==> src/rtl/hb_pkg.sv <==
package hb_pkg;
  typedef enum logic {
    HB_SYNC   = 1'b0,
    HB_RIPPLE = 1'b1
  } hb_impl_e;

  typedef struct packed {
    logic clr;    // clear counter and LED
    logic ledOn;  // LED value for the next edge
  } hb_strobe_t;
endpackage

==> src/rtl/hbCtrl.sv <==
module hbCtrl
  import hb_pkg::*;
#(
  parameter int BLINK_BIT = 24,
  localparam int CNT_W = BLINK_BIT + 3
) (
  input  logic             rst,
  input  logic [CNT_W-1:0] cnt,
  output hb_strobe_t       strobe
);
  localparam int TOP_HI = CNT_W - 1;
  localparam int TOP_LO = CNT_W - 2;

  logic inWindow;

  always_comb begin
    inWindow     = cnt[TOP_HI] & cnt[TOP_LO];
    strobe.clr   = rst;
    strobe.ledOn = inWindow & cnt[BLINK_BIT];
  end
endmodule

==> src/rtl/hbDatapath.sv <==
module hbDatapath
  import hb_pkg::*;
#(
  parameter int       BLINK_BIT = 24,
  parameter hb_impl_e IMPL      = HB_SYNC,
  localparam int CNT_W = BLINK_BIT + 3
) (
  input  logic             clk,
  input  hb_strobe_t       strobe,
  output logic [CNT_W-1:0] cnt,
  output logic             led
);
  generate
    if (IMPL == HB_SYNC) begin : g_sync
      logic [CNT_W-1:0] cntQ;
      always_ff @(posedge clk) begin
        if (strobe.clr) cntQ <= '0;
        else            cntQ <= cntQ + 1'b1;
      end
      assign cnt = cntQ;
    end else begin : g_ripple
      logic [CNT_W-1:0] rippleQ;
      logic bit0Q;
      always_ff @(posedge clk) begin
        if (strobe.clr) bit0Q <= 1'b0;
        else            bit0Q <= ~bit0Q;
      end
      assign rippleQ[0] = bit0Q;
      for (genvar k = 1; k < CNT_W; k++) begin : g_stage
        logic stageQ;
        always_ff @(negedge rippleQ[k-1] or posedge strobe.clr) begin
          if (strobe.clr) stageQ <= 1'b0;
          else            stageQ <= ~stageQ;
        end
        assign rippleQ[k] = stageQ;
      end
      assign cnt = rippleQ;
    end
  endgenerate

  // LED re-registered in the system clock domain
  always_ff @(posedge clk) begin
    if (strobe.clr) led <= 1'b0;
    else            led <= strobe.ledOn;
  end

  // first edge after reset release sees cleared state
  a_r1_cleared_after_reset: assert property (@(posedge clk) disable iff (strobe.clr)
    $past(strobe.clr) |-> (led == 1'b0 && cnt == '0));

  // counter steps by one each cycle and wraps
  a_r5_count_step: assert property (@(posedge clk) disable iff (strobe.clr)
    !$past(strobe.clr) |-> (cnt == $past(cnt) + 1'b1));

  // LED lit only if both top bits were set one cycle earlier
  a_r2_led_in_window: assert property (@(posedge clk) disable iff (strobe.clr)
    led |-> ($past(cnt[CNT_W-1]) && $past(cnt[CNT_W-2])));

  // a pulse starts right after the low bits wrapped
  a_r3_pulse_start: assert property (@(posedge clk) disable iff (strobe.clr)
    $rose(led) |-> (cnt[BLINK_BIT:0] == (BLINK_BIT+1)'(1) + (BLINK_BIT+1)'(1 << BLINK_BIT)));
endmodule

==> src/rtl/heartbeat_led.sv <==
module heartbeat_led
  import hb_pkg::*;
#(
  parameter int       BLINK_BIT = 24,
  parameter hb_impl_e IMPL      = HB_SYNC
) (
  input  logic clk,
  input  logic rst,
  output logic led
);
  localparam int CNT_W = BLINK_BIT + 3;

  hb_strobe_t       strobe;
  logic [CNT_W-1:0] cnt;

  hbCtrl #(.BLINK_BIT(BLINK_BIT)) i_ctrl (
    .rst    (rst),
    .cnt    (cnt),
    .strobe (strobe)
  );

  hbDatapath #(.BLINK_BIT(BLINK_BIT), .IMPL(IMPL)) i_dp (
    .clk    (clk),
    .strobe (strobe),
    .cnt    (cnt),
    .led    (led)
  );
endmodule

==> config.mk <==
export PLATFORM = sky130hd
export DESIGN_NAME = heartbeat_led
export DESIGN_NICKNAME = d
export VERILOG_FILES = /design/src/rtl/hb_pkg.sv /design/src/rtl/hbCtrl.sv /design/src/rtl/hbDatapath.sv /design/src/rtl/heartbeat_led.sv
export SDC_FILE = /design/constraint.sdc
export NUM_CORES = 1
export LEC_CHECK = 0
export ABC_AREA = 1
export ABC_CLOCK_PERIOD_IN_PS = 2400
export BUFFER_PORTS_ARGS = -buffer_cell sky130_fd_sc_hd__buf_2
export CORE_AREA = 2 2 57 59
export CTS_BUF_LIST = sky130_fd_sc_hd__clkbuf_2
export CTS_CLUSTER_DIAMETER = 60
export DETAILED_ROUTE_END_ITERATION = 6
export DIE_AREA = 0 0 59 61
export PLACE_DENSITY = 0.66
export SLEW_MARGIN = 20
export SYNTH_ARGS = -nofsm -noshare
export SYNTH_HDL_FRONTEND = slang
export SYNTH_HIERARCHICAL = 1
export SYNTH_SLANG_ARGS = --single-unit
export TNS_END_PERCENT = 20
==> constraint.sdc <==
create_clock -name clk -period 2.4 [get_ports clk]
set_input_delay 0.24 -clock clk [delete_from_list [all_inputs] [get_ports clk]]
set_output_delay 0.24 -clock clk [all_outputs]
set_load 0.02 [all_outputs]
# == Yosys cells after proc, flatten, opt, wreduce, memory -nomap -nowiden ==
# Index checks and enable logic that the tools add are counted.
# totals
n_memories,0
mem_bits_ro,0
regBits,28
out_inout_bits,1
wordCells,5
inputBits,2
latch_bits,0
mem_bits_rw,0
# op_classes
bitwise,2
shifts,0
n_lt_le_gt_ge,0
div_mod_pow,0
reduce_logical,0
muxes,0
addsub,1
eq_ne,0
multipliers,0
# ops
operator,n
27-bit by 1-bit adder with 27-bit output (second input constant),1
1-bit AND,2

# == Logic depth before layout (Yosys ltp) ==
# Gate-level depths: netlist of run 1.
# logic_depth
depth_word,2
ltp_mapped,8
mapped_depth_nobuf,8

# == Cells and area by module ==
# The synthesis of run 1 kept the hierarchy.
# by_module_without_submodules
module,instances,cells_per_inst,seq_area_each_um2,area_each_um2
hbDatapath,1,201,560.5,1407.6
hbCtrl,1,4,0.0,21.3

# == Worst setup path after synthesis of run 1 ==
# OpenSTA, ideal clock, no wires.
# synth_timing
path_kind,register to register
startpoint,"register i_dp.g_sync.cntQ[0], in the netlist i_dp/cnt[0]"
endpoint,"register i_dp.g_sync.cntQ[24], in the netlist i_dp/cnt[24]"
path_buffers,0
required_ps,2285
arrival_time_ps,1118
setup_ps,115
path_stages_with_launch,9
synth_period_minus_slack_ps,1233
path_slack_ps,1167
path_cell_list,dfxtp_1 -> ha_1 -> nand2_1 -> nor2_2 -> nand2_4 -> nor2_8 -> nand3_1 -> nand2_1 -> nor2_1
# synth_via
elab_chain_len,1
# synth_rtl
item,line_no,rtl
"start, declared",hbDatapath.sv:15,logic [CNT_W-1:0] cntQ;
"start signal, assigned",hbDatapath.sv:18,else cntQ <= cntQ + 1'b1;
27-bit by 1-bit adder with 27-bit output,hbDatapath.sv:18,
# Every way passes these cells.
# A chain may end at the register's enable or synchronous reset.

# == Worst setup path in the final report of run 1 ==
# layout_timing
startpoint,"register i_dp.g_sync.cntQ[9], in the netlist i_dp/cnt[9]"
endpoint,"register i_dp.g_sync.cntQ[25], in the netlist i_dp/cnt[25]"
# The elaborated chain is that of the path after synthesis.

==> results by group, run 1 <==
Placement
  – DPL Wire Length: 2.12 mm
  – Number of I/O port buffers: 2
  – GPL Wtd Cong: 0.796
  – Area after DPL: 1470 µm²

STA
  – Slew HR: 69.1%
  – Setup tns final: 0 ns
  – Final worst path period share: 56.7%
  – Fin crit period: 1.36 ns
  – Final Hold Viols: 0
  – Slew Viols, Final: 0
  – Least-Margin Pin Slew: 0.463 ns
  – Max Clock Freq: 0.735 GHz
  – Unrepaired setup endpoints after global routing: no
  – Setup violators final: 0
  – Final Skew: 0.00235 ns
  – WHS: 0.229 ns

Critical path
  – Crit start category: flop
  – Crit path DAT: 1.65 ns
  – Reg2reg start: i_dp/cnt[9]
  – Critical Path RT: 2.68 ns
  – Crit path largest cell delay: 0.44 ns
  – Critical Path Source: i_dp/cnt[9]
  – Critical setup path kind: reg -> reg
  – End point of the critical path: i_dp/cnt[25]
  – Worst r2r dst: i_dp/cnt[25]
  – Critical path endpoint category: flop
  – Reg2Reg Setup Slack: 1.04 ns
  – Crit path max fanout: 4
  – Max stage delay cell, worst path: dfxtp_1
  – R2r worst-path depth: 7
  – Cell Chain, Critical Path: nand2_1 > nor2_1 > nand2_1 > nor2_1 > nand3_1 > nand2_1 > nor2_1

Cells and area
  – Diodes inserted: 0
  – Layout cells sized above 1: 13.0%
  – Area delta synth->final: 3.85%
  – Filler instances: 312
  – Fin area: 1480 µm²
  – Nets: 212

Route
  – Antenna-violating nets left: 0
  – Total number of vias: 1,196
  – WL/cell: 11.3 µm
  – Drt drc: 0
  – First drt pass iteration count: 4
  – Vias per cell: 4.96
  – Initial DRC count: 23
  – Total Routed Length: 2.73 mm

Synthesis
  – Cells after Synth: 205
  – Post-synthesis sequential area ratio: 39.2%
  – FF+latch count, synth: 28
  – Syn Std Cell Area: 1430 µm²
  – Top cell type's share of synthesized area: 39.2%
  – Netlist cell types: 23
  – Mean post-synth cell area: 6.97 µm²
  – Synth top area cells: dfxtp_1 (39%), nand2_1 (12%), nor2_1 (12%)
  – Yosys top cell by area: dfxtp_1
  – Syn Nets: 208
  – Yosys warnings: 6

Clocking
  – Clock slew at reported path FFs: 0.25 ns
  – Clk root buf: clkbuf_2
  – Max Root-Sink Buffers: 2
  – TritonCTS clock tree: yes
  – Clock sinks: 28
  – CTS HTree Levels: 1
  – # hold bufs at CTS: 0
  – TritonCTS buffer count: 3
  – Setup bufs post-CTS: 0
  – Skew-Pair Late Insertion Delay: 0.34 ns
  – Resized Gates After CTS: 0

GRT
  – Number of global-route vias before repair: 1,171
  – Gr ovfl total: 0
  – Pin count of the biggest net entering global routing: 16
  – Global-route wire length before repair: 4.91 mm
  – GRT Total Usage: 17.9%
  – Initial antenna violation count: 0

Flow run
  – Maxcap violations: 0

Die
  – Rows: 20
  – I/O pin cnt: 3
  – Core box area: 2950 µm²
  – Chip Width: 59 µm
  – Initial Util: 48.4%
  – Die H: 61 µm
  – Die Area: 3600 µm²

Power
  – Max VDD drop: 0.271 mV
  – Pleak: 0.576 nW
  – PwrDens: 449 nW/µm²

Outcome
  – Status: finished, final reports clean

Worst hold path
  – Hold WC Path Type: in -> reg
## kinds of logic after synthesis
| kind of cell | count (synthesis) | share of synthesized area [%] |
|---|---|---|
| simple gates | 131 | 44.0 |
| flops | 28 | 39.2 |
| compound gates | 23 | 8.41 |
| buf+inv | 18 | 4.99 |
| xor+xnor | 4 | 2.45 |
| fa+ha+maj | 1 | 0.876 |
## sequential cells by signal, indices dropped and copies added (netlist names)
name      flops
i_dp/cnt     27
i_dp/led      1
## where the power goes
group | internal [mW] | leakage, nW | switching, mW
clock network | 0.0362 | 0.0140 | 0.134
registers | 0.471 | 0.226 | 0.00244
logic | 0.00707 | 0.336 | 0.0160
total | 0.514 | 0.576 | 0.153
## worst min-delay path by stage
stage	start	end	slack, ns	cells past startpoint
2_1_floorplan	i_dp/cnt[0]	i_dp/cnt[0]	0.42	1
3_3_place_gp	i_dp/cnt[0]	i_dp/cnt[0]	0.43	1
3_5_place_dp	i_dp/cnt[0]	i_dp/cnt[0]	0.44	1
4_1_cts	rst	i_dp/cnt[12]	0.21	2
5_1_grt	rst	i_dp/cnt[12]	0.19	2
6_report	rst	i_dp/cnt[0]	0.23	2
## layout make-up
| class | count | area (µm²) | area share (%) |
|---|---|---|---|
| clock buffer | 3 | 15.0 | 1.01 |
| clock inverter | 1 | 3.75 | 0.253 |
| inverter | 15 | 56.3 | 3.79 |
| multi-input combinational | 159 | 797 | 53.7 |
| sequential | 28 | 561 | 37.8 |
| tap | 33 | 41.3 | 2.78 |
| timing repair buffer | 2 | 10.0 | 0.675 |
## metrics by stage
step / worst slack (ns) / util [%] / total power, mW / std cells
5_1_grt: 0.904 / 50.3 / 0.702 / 241
3_5_place_dp: 1.07 / 49.6 / 0.505 / 237
2_1_floorplan: 1.17 / - / 0.501 / 205
4_1_cts: 1.05 / 50.3 / 0.676 / 241
3_3_place_gp: 1.11 / 49.6 / 0.504 / 237
6_report: 1.04 / 50.3 / 0.667 / 241
## metal layers
metal | global-route usage, % | vias to the layer above | share of wire, %
li1 | - | 650 | -
met1 | 23.0 | 532 | 51
met2 | 30.8 | 7 | 46
met4 | 6.82 | 0 | 2.0
met3 | 2.13 | 7 | 1.3
met5 | 0 | - | 0
## synth_stat cells
cell type and instances:
nand2_1 47, nor2_1 46, dfxtp_1 28, a21oi_1 16
inv_1 14, nand3_1 12, nor2_2 8, o21ai_0 5
nand2_2 4, xor2_1 4, and2_1 3, nand2_4 3
nor2_4 2, nor2_8 2, nor3_1 2, o21a_1 2
buf_1 1, buf_4 1, clkbuf_1 1, ha_1 1
inv_2 1, nand3_2 1, nor3_2 1
## placed cells by master (no fill, tap or decap), drive strengths merged
| cell | synthesis | layout |
|---|---|---|
| xor2 | 4 | 4 |
| dfxtp | 28 | 28 |
| o21ai | 5 | 5 |
| nand2 | 54 | 54 |
| nor3 | 3 | 3 |
| a21oi | 16 | 16 |
| clkbuf | 1 | 3 |
| ha | 1 | 1 |
| nor2 | 58 | 58 |
| clkinv | 0 | 1 |
| nand3 | 13 | 13 |
| inv | 15 | 15 |
| and2 | 3 | 3 |
| o21a | 2 | 2 |
| buf | 2 | 2 |
## worst max-delay path, delay by kind of cell (launching register included)
kind / cells / cell delay (ns)
and+or+nand+nor: 7 / 0.85
DFF: 1 / 0.44
Power figures use the tool's default switching activity.
==> inputs of run 2 (changes only) <==
--- a/config.mk
+++ b/config.mk
@@ -6,14 +6,14 @@
 export NUM_CORES = 1
 export LEC_CHECK = 0
 export ABC_AREA = 1
-export ABC_CLOCK_PERIOD_IN_PS = 2400
+export ABC_CLOCK_PERIOD_IN_PS = 1200
 export BUFFER_PORTS_ARGS = -buffer_cell sky130_fd_sc_hd__buf_2
 export CORE_AREA = 2 2 57 59
 export CTS_BUF_LIST = sky130_fd_sc_hd__clkbuf_2
 export CTS_CLUSTER_DIAMETER = 60
 export DETAILED_ROUTE_END_ITERATION = 6
 export DIE_AREA = 0 0 59 61
-export PLACE_DENSITY = 0.66
+export PLACE_DENSITY = 0.68
 export SLEW_MARGIN = 20
 export SYNTH_ARGS = -nofsm -noshare
 export SYNTH_HDL_FRONTEND = slang
==> constraint.sdc (replaced) <==
create_clock -name clk -period 1.2 [get_ports clk]
set_input_delay 0.12 -clock clk [delete_from_list [all_inputs] [get_ports clk]]
set_output_delay 0.12 -clock clk [all_outputs]
set_load 0.02 [all_outputs]
==> run 2 against run 1 <==
  * The flow now finishes with violations (negative setup slack)
  * Combinational power up 150%
  * Global-route usage rose by 0.21 points
  * Via count increased by 9.5%
  * Clock power grew 100%
  * Highest routed layer unchanged
  * Largest cell class unchanged
  * Cell count grew 6.2%
  * Critical path depth stayed put
  * Sequential cell count did not move
  * Non-clock buffer count increased by 15
  * Maximum frequency increased by 11%
  * Design area grew 18%
==> results by group, run 2 (synthesis gave the netlist of run 1 again) <==
STA
  – Max Clock Freq: 0.816 GHz (was 0.735 GHz)
  – Fin crit period: 1.23 ns (was 1.36 ns)
  – Slew Viols, Final: 0 (unchanged)
  – Slew HR: 83.0% (was 69.1%)
  – Worst Slack Setup Final: -0.0253 ns (was 1.04 ns)
  – Final Skew: 0.00501 ns (was 0.00235 ns)
  – WHS: 0.0861 ns (was 0.229 ns)
  – Final worst path period share: 102% (was 56.7%)
  – Least-Margin Pin Slew: 0.253 ns (was 0.463 ns)
  – Final Hold Viols: 0 (unchanged)
  – Unrepaired setup endpoints after global routing: yes (was no)
  – Setup violators final: 5 (was 0)

Clocking
  – Clock slew at reported path FFs: 0.25 ns (about the same)
  – TritonCTS buffer count: 3 (unchanged)
  – Clk root buf: clkbuf_2 (unchanged)
  – Skew-Pair Late Insertion Delay: 0.35 ns (was 0.34 ns)
  – TritonCTS clock tree: yes (unchanged)
  – CTS HTree Levels: 1 (unchanged)
  – Clock sinks: 28 (unchanged)
  – Max Root-Sink Buffers: 2 (unchanged)
  – # hold bufs at CTS: 0 (unchanged)

GRT
  – Global-route wire length before repair: 4.94 mm (was 4.91 mm)
  – Initial antenna violation count: 0 (unchanged)
  – Number of global-route vias before repair: 1,150 (was 1,171)
  – Pin count of the biggest net entering global routing: 16 (unchanged)
  – Gr ovfl total: 0 (unchanged)
  – GRT Total Usage: 18.1% (was 17.9%)

Route
  – WL/cell: 12.0 µm (was 11.3 µm)
  – Total number of vias: 1,310 (was 1,196)
  – First drt pass iteration count: 4 (unchanged)
  – Initial DRC count: 47 (was 23)
  – Vias per cell: 5.12 (was 4.96)
  – Antenna-violating nets left: 0 (unchanged)
  – Total Routed Length: 3.08 mm (was 2.73 mm)
  – Drt drc: 0 (unchanged)

Cells and area
  – Layout cells sized above 1: 36.8% (was 13.0%)
  – Area delta synth->final: 22.7% (was 3.85%)
  – Diodes inserted: 0 (unchanged)
  – Filler instances: 270 (was 312)
  – Non-Filler Instances: 256 (was 241)
  – Commonest non-fill, non-tap cells in the layout: nor2_1 (40), nand2_1 (39), dfxtp_2 (16), a21oi_1 (15), buf_4 (14) (was nand2_1 (47), nor2_1 (46), dfxtp_1 (28), a21oi_1 (16), inv_1 (14))
  – Commonest non-fill, non-tap cell in the layout: nor2_1 (was nand2_1)
  – Nets: 227 (was 212)
  – Register area: 588 µm² (was 561 µm²)
  – Largest register FFs: 27 (unchanged)
  – Multi-input combinational cell area: 922 µm² (was 797 µm²)

Power
  – Pleak: 0.701 nW (was 0.576 nW)
  – Max VDD drop: 0.404 mV (was 0.271 mV)
  – PwrDens: 769 nW/µm² (was 449 nW/µm²)

Critical path
  – Crit start category: flop (unchanged)
  – Crit path largest cell delay: 0.43 ns (was 0.44 ns)
  – Critical setup path kind: reg -> reg (unchanged)
  – Crit path DAT: 1.52 ns (was 1.65 ns)
  – Critical path endpoint category: flop (unchanged)
  – Top delay family on crit path: simple AND/OR/NAND/NOR gates (unchanged)
  – Max stage delay cell, worst path: dfxtp_4 (was dfxtp_1)
  – Critical Path RT: 1.49 ns (was 2.68 ns)
  – Cell Chain, Critical Path: nand2_2 > nor2_4 > nand2_4 > nor2_4 > nand3_1 > nand2_1 > nor2_1 (was nand2_1 > nor2_1 > nand2_1 > nor2_1 > nand3_1 > nand2_1 > nor2_1)
  – Most frequent CP cell: nor2_4
  – CP Buf/Inv Count: 0 (unchanged)
  – Crit path max fanout: 4 (unchanged)

Placement
  – Setup Slack @ Placement: -0.115 ns (was 1.07 ns)
  – GPL Wtd Cong: 0.825 (was 0.796)
  – DPL Wire Length: 2.29 mm (was 2.12 mm)
  – DP Cell Count: 250 (was 237)
  – Number of I/O port buffers: 2 (unchanged)

Die
  – Rows: 20 (unchanged)
  – Die H: 61 µm (unchanged)
  – I/O pin cnt: 3 (unchanged)
  – Chip Width: 59 µm (unchanged)
  – Initial Util: 48.4% (unchanged)
  – Die Area: 3600 µm² (unchanged)
  – Core box area: 2950 µm² (unchanged)

Flow run
  – Maxcap violations: 0 (unchanged)

Outcome
  – Violated checks: negative setup slack
  – Status: finished, violations left (was finished, final reports clean)

Worst hold path
  – Hold WC Path Type: in -> reg (unchanged)
-- run 2: layout make-up --
type,count,area share [%]
Inverter,15,3.21
Tap cell,33,2.36
Timing Repair Buffer,17,7.21
Multi-Input combinational cell,159,52.6
Clock inverter,1,0.214
Sequential cell,28,33.5
Clock buffer,3,0.857
-- run 2: per-layer routing --
metal	share of wire, %	vias to the layer above	track usage (%)
met2	49	16	31.0
met3	2.5	6	2.35
met1	46	611	22.3
met5	0	-	0
li1	-	677	-
met4	2.1	0	9.42
-- run 2: path summary, 6_finish.rpt --
kind	from	to	slack, ns	depth (start not counted)
setup / recovery	i_dp/cnt[2]	i_dp/cnt[17]	-0.03	7
hold / removal	rst	i_dp/cnt[18]	0.09	4
setup reg to reg	i_dp/cnt[2]	i_dp/cnt[17]	-0.03	7
hold reg to reg	i_dp/cnt[0]	i_dp/cnt[0]	0.46	1
-- run 2: what timing repair did --
item                                    CTS  global route
pin swaps                                 9            14
gates cloned                              0             0
setup buffers                             1             1
endpoints found under the setup margin   21            20
resized for setup                        26            26
-- run 2: metrics by stage --
stage / area (µm²) / utilization [%] / setup TNS, ns / total power [mW]
global placement: 1570 / 53.3 / -0.404 / 1.01
global route: 1750 / 59.4 / -1.08 / 1.41
detailed placement: 1570 / 53.3 / -1.01 / 1.02
finish: 1750 / 59.4 / -0.0810 / 1.35
floorplan: 1440 / - / -0.0295 / 1.00
CTS: 1680 / 56.9 / -0.104 / 1.38
-- run 2: power breakdown --
group          switching, mW  leakage (nW)  internal [mW]  total [mW]
combinational         0.0335         0.451         0.0229      0.0564
sequential           0.00983         0.235          0.940       0.950
clock                  0.270        0.0140         0.0724       0.342
-- run 2: tightest hold or removal path: cells and delay by family --
family | cells | cell delay (ns)
buffers and inverters | 2 | 0.20
AND/OR/NAND/NOR | 2 | 0.12
==> inputs of run 3 (changes only) <==
--- a/config.mk
+++ b/config.mk
@@ -8,13 +8,12 @@
 export ABC_AREA = 1
 export ABC_CLOCK_PERIOD_IN_PS = 1200
 export BUFFER_PORTS_ARGS = -buffer_cell sky130_fd_sc_hd__buf_2
-export CORE_AREA = 2 2 57 59
+export CORE_AREA = 2 2 70 72
 export CTS_BUF_LIST = sky130_fd_sc_hd__clkbuf_2
 export CTS_CLUSTER_DIAMETER = 60
 export DETAILED_ROUTE_END_ITERATION = 6
-export DIE_AREA = 0 0 59 61
-export PLACE_DENSITY = 0.68
-export SLEW_MARGIN = 20
+export DIE_AREA = 0 0 72 74
+export SLEW_MARGIN = 5
 export SYNTH_ARGS = -nofsm -noshare
 export SYNTH_HDL_FRONTEND = slang
 export SYNTH_HIERARCHICAL = 1
==> run 3 against run 2 <==
  * The run still ends with negative setup slack left
  * Sequential share of layout area decreased by 1.1 points
  * Core utilization decreased by 19 points
  * Sequential cell count unchanged
  * Cell count increased by 11%
  * Via count decreased by 1.5%
  * Register-to-register slack got worse by 0.02 ns
  * Worst hold slack improved by 0.012 ns
  * Critical path type unchanged
==> results by group, run 3 (synthesis gave the netlist of run 1 again) <==
Outcome
  – Status: finished, violations left (unchanged)
  – Violated checks: negative setup slack (unchanged)

Critical path
  – R2r worst-path depth: 8 (was 7)
  – Reg2Reg Setup Slack: -0.04 ns (was -0.03 ns)
  – Crit start category: flop (unchanged)
  – Cell Chain, Critical Path: ha_4 > nand2_4 > nor2_4 > nand2_4 > nor2_8 > nand3_2 > nand2_1 > nor2_1 (was nand2_2 > nor2_4 > nand2_4 > nor2_4 > nand3_1 > nand2_1 > nor2_1)
  – Critical Path RT: 1.48 ns (was 1.49 ns)
  – Most frequent CP cell: nand2_4 (was nor2_4)
  – Critical Path Source: i_dp/cnt[0] (was i_dp/cnt[2])
  – Crit path DAT: 1.53 ns (was 1.52 ns)
  – Top delay family on crit path: simple AND/OR/NAND/NOR gates (unchanged)
  – Critical path endpoint category: flop (unchanged)
  – End point of the critical path: i_dp/cnt[20] (was i_dp/cnt[17])
  – Max stage delay cell, worst path: dfxtp_4 (unchanged)
  – Reg2reg start: i_dp/cnt[0] (was i_dp/cnt[2])
  – CP Buf/Inv Count: 0 (unchanged)
  – Crit path largest cell delay: 0.42 ns (was 0.43 ns)
  – Worst r2r dst: i_dp/cnt[20] (was i_dp/cnt[17])
  – CP Depth: 8 (was 7)
  – Crit path max fanout: 6 (was 4)
  – Critical setup path kind: reg -> reg (unchanged)

Power
  – PwrDens: 733 nW/µm² (was 769 nW/µm²)
  – Pleak: 0.757 nW (was 0.701 nW)
  – Max VDD drop: 0.333 mV (was 0.404 mV)

GRT
  – Global-route wire length before repair: 5.38 mm (was 4.94 mm)
  – Pin count of the biggest net entering global routing: 15 (was 16)
  – Gr ovfl total: 0 (unchanged)
  – GRT Total Usage: 12.8% (was 18.1%)
  – Initial antenna violation count: 0 (unchanged)
  – Number of global-route vias before repair: 1,222 (was 1,150)

STA
  – Fin crit period: 1.24 ns (was 1.23 ns)
  – Final Hold Viols: 0 (unchanged)
  – Final worst path period share: 104% (was 102%)
  – WHS: 0.0983 ns (was 0.0861 ns)
  – Slew Viols, Final: 0 (unchanged)
  – Max Clock Freq: 0.804 GHz (was 0.816 GHz)
  – Least-Margin Pin Slew: 0.256 ns (was 0.253 ns)
  – Slew HR: 82.9% (was 83.0%)
  – Unrepaired setup endpoints after global routing: yes (unchanged)
  – Final Skew: 0.00550 ns (was 0.00501 ns)
  – Worst Slack Setup Final: -0.0439 ns (was -0.0253 ns)
  – Setup violators final: 9 (was 5)

Route
  – Total number of vias: 1,290 (was 1,310)
  – Vias per cell: 4.53 (was 5.12)
  – Antenna-violating nets left: 0 (unchanged)
  – First drt pass iteration count: 4 (unchanged)
  – Drt drc: 0 (unchanged)
  – Initial DRC count: 58 (was 47)
  – WL/cell: 10.6 µm (was 12.0 µm)
  – Total Routed Length: 3.02 mm (was 3.08 mm)

Clocking
  – # hold bufs at CTS: 0 (unchanged)
  – Clock slew at reported path FFs: 0.25 ns (about the same)
  – TritonCTS buffer count: 3 (unchanged)
  – Clk root buf: clkbuf_2 (unchanged)
  – CTS HTree Levels: 1 (unchanged)
  – Skew-Pair Late Insertion Delay: 0.35 ns (about the same)
  – Max Root-Sink Buffers: 2 (unchanged)
  – TritonCTS clock tree: yes (unchanged)
  – Clock sinks: 28 (unchanged)

Worst hold path
  – Hold WC Path Type: in -> reg (unchanged)

Flow run
  – Maxcap violations: 0 (unchanged)

Cells and area
  – Commonest non-fill, non-tap cells in the layout: nand2_1 (43), nor2_1 (40), buf_4 (24), dfxtp_2 (19), a21oi_1 (16) (was nor2_1 (40), nand2_1 (39), dfxtp_2 (16), a21oi_1 (15), buf_4 (14))
  – Area delta synth->final: 28.5% (was 22.7%)
  – Filler instances: 461 (was 270)
  – Nets: 236 (was 227)
  – Fin util: 39.9% (was 59.4%)
  – Non-Filler Instances: 285 (was 256)
  – Commonest non-fill, non-tap cell in the layout: nand2_1 (was nor2_1)
  – Layout cells sized above 1: 39.0% (was 36.8%)
  – Largest register FFs: 27 (unchanged)
  – Diodes inserted: 0 (unchanged)

Placement
  – Number of I/O port buffers: 2 (unchanged)
  – DPL Wire Length: 2.24 mm (was 2.29 mm)
  – DP Cell Count: 278 (was 250)
  – GPL Wtd Cong: 0.837 (was 0.825)

Die
  – Initial Util: 31.1% (was 48.4%)
  – Rows: 25 (was 20)
  – I/O pin cnt: 3 (unchanged)
  – Chip Width: 72 µm (was 59 µm)
  – Die Area: 5330 µm² (was 3600 µm²)
  – Die H: 74 µm (was 61 µm)
  – Core box area: 4600 µm² (was 2950 µm²)
run 3: changes by cell type in the layout (fill, tap and decap cells not counted), moves of 2 or more:
cell / previous run / this run
dfxtp_2: 16 / 19
nand3_1: 9 / 7
nand3_2: 3 / 5
dfxtp_1: 10 / 6
buf_4: 14 / 24
nand2_2: 10 / 5
nand2_1: 39 / 43
run 3: layout make-up:
cell class | count | area (µm²) | area share (%)
clock buffer | 3 | 15.0 | 0.817
inverter | 15 | 56.3 | 3.07
multi-input combinational | 159 | 912 | 49.7
sequential | 28 | 596 | 32.4
tap | 54 | 67.6 | 3.68
timing repair buffer | 26 | 190 | 10.4
run 3: layer usage:
| layer | share of wire [%] | GRT usage, % | vias to the layer above |
|---|---|---|---|
| met1 | 52 | 18.2 | 571 |
| met3 | 2.0 | 2.03 | 4 |
| met2 | 45 | 19.0 | 17 |
| met4 | 0.83 | 6.29 | 0 |
| li1 | - | - | 698 |
| met5 | 0 | 0 | - |
run 3: repair_timing:
item                                    in CTS  in global routing
resized for setup                           21                 30
pin swaps                                    7                 18
buffers inserted                             1                  3
endpoints found under the setup margin      20                 23
gates cloned                                 0                  0
run 3: power breakdown:
group	switching, mW	internal, mW
Combinational	0.0347	0.0252
Sequential	0.0121	0.939
Clock	0.267	0.0679
Total	0.314	1.03
run 3: per-stage QoR:
stage / power (mW) / TNS, ns / instance area [µm²] / setup slack (ns)
after global placement: 1.02 / -0.539 / 1650 / -0.0734
after detailed placement: 1.02 / -0.875 / 1650 / -0.102
after global routing: 1.42 / -1.54 / 1840 / -0.138
after floorplan: 1.00 / -0.0295 / 1440 / -0.0115
after CTS: 1.36 / -0.210 / 1740 / -0.0572
final: 1.35 / -0.161 / 1840 / -0.0439
run 3: how the worst min path moves through the flow:
stage	from	end	slack [ns]	depth (start not counted)
global route	rst	i_dp/cnt[13]	0.06	4
CTS	rst	i_dp/cnt[13]	0.09	4
global placement	i_dp/cnt[0]	i_dp/cnt[0]	0.43	1
finish	rst	i_dp/cnt[0]	0.1	3
detailed placement	i_dp/cnt[0]	i_dp/cnt[0]	0.45	1
floorplan	rst	i_dp/cnt[10]	0.32	2
run 3: worst register-to-register path, delay by kind of cell (launching register included):
| family | cells | cell delay (ns) |
|---|---|---|
| fa+ha+maj | 1 | 0.14 |
| simple gates | 7 | 0.61 |
| flops | 1 | 0.42 |
